[config.mk]
export PLATFORM = sky130hd
export DESIGN_NAME = sig_serial_out
export DESIGN_NICKNAME = d
export VERILOG_FILES = /design/src/rtl/sig_pkg.sv /design/src/rtl/sig_slot_timer.sv /design/src/rtl/sig_code_latch.sv /design/src/rtl/sig_bit_mux.sv /design/src/rtl/sig_serial_out.sv
export SDC_FILE = /design/constraint.sdc
export NUM_CORES = 1
export LEC_CHECK = 0
export BUFFER_PORTS_ARGS = -buffer_cell sky130_fd_sc_hd__buf_2
export CAP_MARGIN = 40
export CORE_MARGIN = 1.5
export CORE_UTILIZATION = 49
export DETAILED_ROUTE_END_ITERATION = 16
export GPL_TIMING_DRIVEN = 0
export PLACE_DENSITY = 0.8
export SYNTH_ARGS = -nofsm -noshare
export SYNTH_HDL_FRONTEND = slang
export SYNTH_SLANG_ARGS = --single-unit
export TNS_END_PERCENT = 30
[constraint.sdc]
create_clock -name clk -period 8.2 [get_ports clk]
set_clock_uncertainty 0.05 [all_clocks]
set_input_delay 0.41 -clock clk [delete_from_list [all_inputs] [get_ports clk]]
set_output_delay 0.41 -clock clk [all_outputs]
set_load 0.005 [all_outputs]
[src/rtl/sig_pkg.sv]
package sig_pkg;

    localparam int NIB_W = 4;

    // Superframe folding: positions C and D repeat A and B.
    function automatic logic [NIB_W-1:0] sf_fold(input logic [NIB_W-1:0] code,
                                                 input logic sf);
        logic [NIB_W-1:0] r;
        r = sf ? {code[3], code[2], code[3], code[2]} : code;
        return r;
    endfunction

endpackage

[src/rtl/sig_slot_timer.sv]
module sig_slot_timer #(
    parameter int NUM_CHAN      = 24,
    parameter int BITS_PER_CHAN = 8,
    localparam int CW = $clog2(NUM_CHAN + 1),
    localparam int BW = $clog2(BITS_PER_CHAN)
) (
    input  logic          clk,
    input  logic          rst_n,
    input  logic          frame_start,
    output logic [CW-1:0] chan_q_o,
    output logic [BW-1:0] bit_q_o,
    output logic          load_en_o,
    output logic [CW-1:0] load_chan_o
);

    typedef struct packed {
        logic [CW-1:0] chan;
        logic [BW-1:0] bitn;
    } pos_t;

    localparam logic [CW-1:0] LAST_CHAN = CW'(NUM_CHAN);
    localparam logic [BW-1:0] LAST_BIT  = BW'(BITS_PER_CHAN - 1);

    pos_t pos_d, pos_q;

    always_comb begin
        pos_d = pos_q;
        if (frame_start) begin
            pos_d.chan = '0;
            pos_d.bitn = '0;
        end else if (pos_q.chan == '0) begin
            pos_d.chan = CW'(1);
            pos_d.bitn = '0;
        end else if (pos_q.bitn == LAST_BIT) begin
            pos_d.chan = (pos_q.chan == LAST_CHAN) ? '0 : pos_q.chan + CW'(1);
            pos_d.bitn = '0;
        end else begin
            pos_d.bitn = pos_q.bitn + BW'(1);
        end
    end

    always_ff @(posedge clk or negedge rst_n) begin
        if (!rst_n) pos_q <= '0;
        else        pos_q <= pos_d;
    end

    assign chan_q_o    = pos_q.chan;
    assign bit_q_o     = pos_q.bitn;
    assign load_en_o   = (pos_d.chan != '0) && (pos_d.bitn == '0);
    assign load_chan_o = pos_d.chan;

endmodule

[src/rtl/sig_code_latch.sv]
module sig_code_latch
    import sig_pkg::*;
#(
    parameter int NUM_CHAN = 24,
    localparam int CW = $clog2(NUM_CHAN + 1)
) (
    input  logic                      clk,
    input  logic                      rst_n,
    input  logic                      sf_mode,
    input  logic [NUM_CHAN*NIB_W-1:0] sig_codes,
    input  logic                      load_en,
    input  logic [CW-1:0]             load_chan,
    output logic [NIB_W-1:0]          nib_q_o
);

    logic [NIB_W-1:0] folded [NUM_CHAN];

    genvar g;
    generate
        for (g = 0; g < NUM_CHAN; g++) begin : g_fold
            assign folded[g] = sf_fold(sig_codes[g*NIB_W +: NIB_W], sf_mode);
        end
    endgenerate

    typedef struct packed {
        logic [NIB_W-1:0] nib;
    } lat_t;

    lat_t lat_d, lat_q;

    always_comb begin
        lat_d = lat_q;
        if (load_en) begin
            lat_d.nib = '0;
            for (int c = 0; c < NUM_CHAN; c++) begin
                if (load_chan == CW'(c + 1)) lat_d.nib = folded[c];
            end
        end
    end

    always_ff @(posedge clk or negedge rst_n) begin
        if (!rst_n) lat_q <= '0;
        else        lat_q <= lat_d;
    end

    assign nib_q_o = lat_q.nib;

endmodule

[src/rtl/sig_bit_mux.sv]
module sig_bit_mux
    import sig_pkg::*;
#(
    parameter int NUM_CHAN      = 24,
    parameter int BITS_PER_CHAN = 8,
    localparam int CW = $clog2(NUM_CHAN + 1),
    localparam int BW = $clog2(BITS_PER_CHAN)
) (
    input  logic [CW-1:0]    chan,
    input  logic [BW-1:0]    bitn,
    input  logic [NIB_W-1:0] nib,
    output logic             sig_o
);

    localparam logic [BW-1:0] FIELD_START = BW'(BITS_PER_CHAN - NIB_W);

    logic [BW-1:0]    off;
    logic [NIB_W-1:0] shifted;

    always_comb begin
        off     = bitn - FIELD_START;
        shifted = nib << off;
        sig_o   = 1'b0;
        if ((chan != '0) && (bitn >= FIELD_START)) sig_o = shifted[NIB_W-1];
    end

endmodule

[src/rtl/sig_serial_out.sv]
module sig_serial_out
    import sig_pkg::*;
#(
    parameter int NUM_CHAN      = 24,
    parameter int BITS_PER_CHAN = 8,
    localparam int CW = $clog2(NUM_CHAN + 1),
    localparam int BW = $clog2(BITS_PER_CHAN)
) (
    input  logic                      clk,
    input  logic                      rst_n,
    input  logic                      frame_start,
    input  logic                      sf_mode,
    input  logic [NUM_CHAN*NIB_W-1:0] sig_codes,
    output logic                      sig_out,
    output logic [CW-1:0]             chan_idx,
    output logic [BW-1:0]             bit_idx
);

    logic             load_en;
    logic [CW-1:0]    load_chan;
    logic [NIB_W-1:0] nib;

    sig_slot_timer #(.NUM_CHAN(NUM_CHAN), .BITS_PER_CHAN(BITS_PER_CHAN)) timer_i (
        .clk         (clk),
        .rst_n       (rst_n),
        .frame_start (frame_start),
        .chan_q_o    (chan_idx),
        .bit_q_o     (bit_idx),
        .load_en_o   (load_en),
        .load_chan_o (load_chan)
    );

    sig_code_latch #(.NUM_CHAN(NUM_CHAN)) latch_i (
        .clk       (clk),
        .rst_n     (rst_n),
        .sf_mode   (sf_mode),
        .sig_codes (sig_codes),
        .load_en   (load_en),
        .load_chan (load_chan),
        .nib_q_o   (nib)
    );

    sig_bit_mux #(.NUM_CHAN(NUM_CHAN), .BITS_PER_CHAN(BITS_PER_CHAN)) mux_i (
        .chan  (chan_idx),
        .bitn  (bit_idx),
        .nib   (nib),
        .sig_o (sig_out)
    );

endmodule

---- Yosys cells after proc, flatten, opt, wreduce, memory -nomap -nowiden ----
Cells that the tools add are included.
Widths: inputs -> output; s select.
word-level totals
  output and inout bits ................... 9
  register bits after elaboration ......... 12
  logic and storage cells ................. 94
  bits of input ports ..................... 100
cells by class
  equal/unequal tests ..................... 26
  shifts and indexed selects .............. 1
  magnitude comparators ................... 1
  $add $sub $neg .......................... 3
  reduce and logical (&&, ||, !) cells .... 6
  muxes and demuxes ....................... 54
operators by type and width
  operator             number
  $mux 4               24
  $eq 5x5->1 const B   10
  $mux 2               24
  $eq 5x4->1 const B   8
  $eq 5x3->1 const B   4
  $mux 8               2
  $eq 5x2->1 const B   2
  $mux 5               2
  $reduce_bool 5->1    2
  $add 5x1->5 const B  1
  $eq 5x1->1 const B   1
  $logic_not 5->1      1
  $shl 4x3->4          1
  $add 3x1->3 const B  1
  $eq 3x3->1 const B   1
  $ge 3x3->1 const B   1
  $logic_not 3->1      1
  $mux 3               1
  $sub 3x3->3 const B  1
  $logic_and 1x1->1    2
  $mux 1               1

---- Logic depth before layout (Yosys ltp) ----
  depth in word-level cells ............... 30
  depth in mapped cells ................... 14
  gate-level depth less buffers ........... 11

---- Hierarchy ----
From an unflattened synthesis, not the netlist that was laid out.
second synthesis, totals
  cells, all modules ...................... 332
  area, all modules ....................... 2643.8 sq um
by module, submodules not included
  module          seq. area each (sq um)  cells an instance  times used  area an instance (sq um)
  sig_code_latch  100.1                   272                1           2065.7
  sig_slot_timer  200.2                   57                 1           539.3
  sig_bit_mux     0.0                     3                  1           38.8

---- Least setup slack after synthesis ----
No wires, ideal clock.
  path type ............................... register to register
  from .................................... reg timer_i.pos_q (netlist bit timer_i.bit_q_o[0])
  to ...................................... reg latch_i.lat_q (netlist bit latch_i.nib_q_o[2])
  library setup time ...................... 87 ps
  period minus slack after synthesis ...... 3150 ps
  data arrival time ....................... 3013 ps
  required time ........................... 8063 ps
  stages on the path, launching flop included .. 13
  path slack .............................. 5050 ps
  buffers on the path ..................... 2
  cell sequence ........................... dfrtp_1 -> ha_1 -> ha_1 -> buf_2 -> buf_2 -> nand2_1 -> a32o_1 -> a21oi_1 -> o21a_2 -> mux2_4 -> a2111o_1 -> a311o_1 -> o211ai_1
on the way
  longest elaborated chain between the ends .. 29
  elaborated cells on any way between the ends .. 57
  classes of those cells .................. 1 x add/sub; 25 x eq/ne; 28 x mux; 3 x reduce/logical
RTL lines
  what                      line                  RTL
  start: declaration        sig_slot_timer.sv:24  pos_t pos_d, pos_q;
  start signal: assignment  sig_slot_timer.sv:44  else pos_q <= pos_d;
  $eq 3x3->1                sig_slot_timer.sv:34  end else if (pos_q.bitn == LAST_BIT) begin
  $mux 5                    sig_slot_timer.sv:34
  $mux 8 (*)                sig_slot_timer.sv:31  end else if (pos_q.chan == '0) begin
  $mux 8 (*)                sig_slot_timer.sv:28  if (frame_start) begin
  $eq 5x1->1                sig_code_latch.sv:36  if (load_chan == CW'(c + 1)) lat_d.nib = folded[c];
  $mux 4 (24 in a row)      sig_code_latch.sv:36
  end signal: assignment    sig_code_latch.sv:43  else lat_q <= lat_d;
  end: declaration          sig_code_latch.sv:29  lat_t lat_d, lat_q;
Mark *: on every way between the ends. The rest lies on a longest branch, timed or not.
A chain may end at the register's enable or synchronous reset.

---- Worst setup path after layout ----
Same ends and word-level chain as after synthesis.

==> impl_metrics.tcl <==
set metrics [dict create \
    status "complete, no violations" \
    synth_cell_types 76 \
    antenna_found_initial 0 \
    antennaDiodeCount 0 \
    fin_cells 542 \
    dpl_cell_area_sq_mm 0.00346 \
    hp-class "primary input to register" \
    die_h_um 79.2 \
    synth-seq-cells 12 \
    top_layer_used "met4" \
    synth_edf_count 0 \
    post-route-cell-area_sq_mm 0.00353 \
    vias 3664 \
    arrival_ns 4.17 \
    numClockSinks 12 \
    syn_nets 463 \
    grt_usage_pct 35.9 \
    die_w_um 79.2 \
    place_ws_ns 4.23 \
    numPortBuffers 106 \
    syn_area_sq_mm 0.00284 \
    drt_pass1_iterations 6 \
    ios 109 \
    synth_area_per_cell_sq_um 7.91 \
    maxSlewViolCount 0 \
    clk_pin_slew_ns 0.05 \
    wl_um 11400 \
    cap_violations 0 \
    crit_type "register to register" \
    p_total_uw 263 \
    grt_max_degree 13 \
    p_leak_nw 1.52 \
    wl_met1_um 4810 \
    critical_path_required_ns 8.29 \
    ant_nets 0 \
    syn-instance-count 359 \
    start_kind "register" \
    detail_route.wl_per_cell_um 21.1 \
    hold_viol 0 \
    cts_setup_buffers 0 \
    tritoncts "done" \
    start_util_pct 51.3 \
    met3_length_um 986 \
    drive_gt1_share_pct 36.8 \
    grt_overflow 0 \
    fin_hold_ws_ns 0.467 \
    fill_cells 545 \
    critPathCaptureType "register" \
    cts_buffers 3 \
    crit_fanout 10 \
    grt_pass1_vias 3551 \
    drt_iter0_markers 351 \
    ys_dominant_reg_cell "dfrtp_1" \
    die-area_sq_mm 0.00626 \
    ys_seq_area_share_pct 10.6 \
    synthToLayoutAreaGrowth_pct 24.1 \
    setup_violations 0 \
    rows 27 \
    p_per_area_mw_per_mm2 74.7 \
    root_buffer "clkbuf_8" \
    rsz0062_at_grt "no" \
    clock_latency_ns 0.25 \
    grt_pass1_wl_um 17500 \
    gp_congestion 1.00 \
    synth_top_area_cell "dfrtp_1" \
    core_sq_mm 0.00554 \
    dr_wl_met2_um 5320 \
    synth_warnings 0 \
    post-dp-hpwl_um 9160 \
    fmax_ghz 0.245 \
    clock_path_buffers 2 \
    synth_top_area_share_pct 10.6 \
    htree_levels 1 \
    placedCellCount 537 \
    nNetsFinal 575 \
    synth.area.top_cells "dfrtp_1 11%, mux2i_1 10%, mux2_2 5.9%" \
    fin_crit_sh_pct 49.8 \
    relSlewSlack_pct 44.5 \
    worst_slew_pin_slew_ns 0.832 \
    tns_ns 0 \
    period_needed_ns 4.09 \
    final_util_pct 63.7 \
    viasPerCell 6.76 \
    ir_drop_uv 83.0 \
    setup_ws_ns 4.11 \
    async_flop_share_pct 100 \
    drc 0 \
]
-- Yosys cell counts (all sizes together), types with 6 or more instances --
cell	n
clkbuf	7
nor3	7
a21oi	23
o211ai	7
a32oi	8
nor2	19
a211oi	8
nand4	6
nor2b	11
dfrtp	12
nand3	17
nor4	6
inv	9
mux2	16
o21ai	25
or3	6
mux2i	29
o221ai	7
buf	19
nand2	25
-- registers in the layout, summed over array words and instances, names as in the netlist --
register,count
timer_i.chan_q_o,5
latch_i.nib_q_o,4
timer_i.bit_q_o,3
-- layout by cell type (no fill, tap or decap), types with 11 or more instances in the layout --
master,netlist,routed
nand2_1,23,23
nand3_1,17,17
nor2_1,18,18
nor2b_1,11,11
mux2_2,15,15
buf_2,11,117
dfrtp_1,12,12
a21oi_1,22,22
mux2i_1,29,29
o21ai_0,23,23
-- power by group --
| part | total, mW | switching [mW] | internal, mW |
|---|---|---|---|
| Combinational | 0.130 | 0.0713 | 0.0583 |
| Sequential | 0.0670 | 0.00309 | 0.0639 |
| Clock | 0.0668 | 0.0243 | 0.0425 |
| Total | 0.263 | 0.0987 | 0.165 |
-- critical path, stage by stage, from the launching register on --
cell	delay, ns
dfrtp_1	0.46
ha_1	0.19
ha_1	0.21
buf_2	0.27
buf_2	0.27
nand2_1	0.16
a32o_1	0.37
a21oi_1	0.49
o21a_2	0.34
mux2_4	0.34
a2111o_1	0.34
a311o_1	0.33
o211ai_1	0.15
-- routing by layer --
layer	GRT usage [%]	up-vias
met4	13.2	0
met3	4.48	33
li1	-	1677
met5	0	-
met1	47.9	1718
met2	58.8	236
-- logic make-up (layout without fill, tap and decap cells) --
| kind of cell | Yosys count | after routing | share of synthesized area (%) |
|---|---|---|---|
| simple gates | 115 | 115 | 21.9 |
| fa+ha+maj | 4 | 4 | 1.76 |
| buf+inv | 35 | 146 | 6.21 |
| xor+xnor | 5 | 5 | 1.81 |
| mux | 49 | 49 | 19.9 |
| flops | 12 | 12 | 10.6 |
| compound gates | 139 | 139 | 37.9 |
-- cell type report --
class | instances | area (sq um) | share of cell area, %
inverter | 9 | 33.8 | 0.958
multi-input combinational | 312 | 2360 | 67.0
clock buffer | 4 | 55.1 | 1.56
tap | 72 | 90.1 | 2.55
sequential | 12 | 300 | 8.51
timing repair buffer | 107 | 541 | 15.3
buffer | 26 | 143 | 4.04
-- final timing paths --
check	start	to	slack, ns	depth (start not counted)
setup / recovery	timer_i.bit_q_o[0]$_DFF_PN0_	latch_i.nib_q_o[2]$_DFFE_PN0P_	4.11	12
hold / removal	frame_start	timer_i.bit_q_o[1]$_DFF_PN0_	0.47	2
setup reg to reg	timer_i.bit_q_o[0]$_DFF_PN0_	latch_i.nib_q_o[2]$_DFFE_PN0P_	4.11	12
hold reg to reg	timer_i.bit_q_o[0]$_DFF_PN0_	timer_i.bit_q_o[0]$_DFF_PN0_	0.55	1
max in group asynchronous	rst_n	latch_i.nib_q_o[3]$_DFFE_PN0P_	7.35	2
min in group asynchronous	rst_n	timer_i.chan_q_o[0]$_DFF_PN0_	0.52	2
-- repair_timing --
| action | in CTS | in global routing |
|---|---|---|
| endpoints found under the hold margin | 12 | 0 |
| hold buffers | 1 | 0 |
| resized for setup | 0 | 0 |
(Power assumes the default switching activity.)
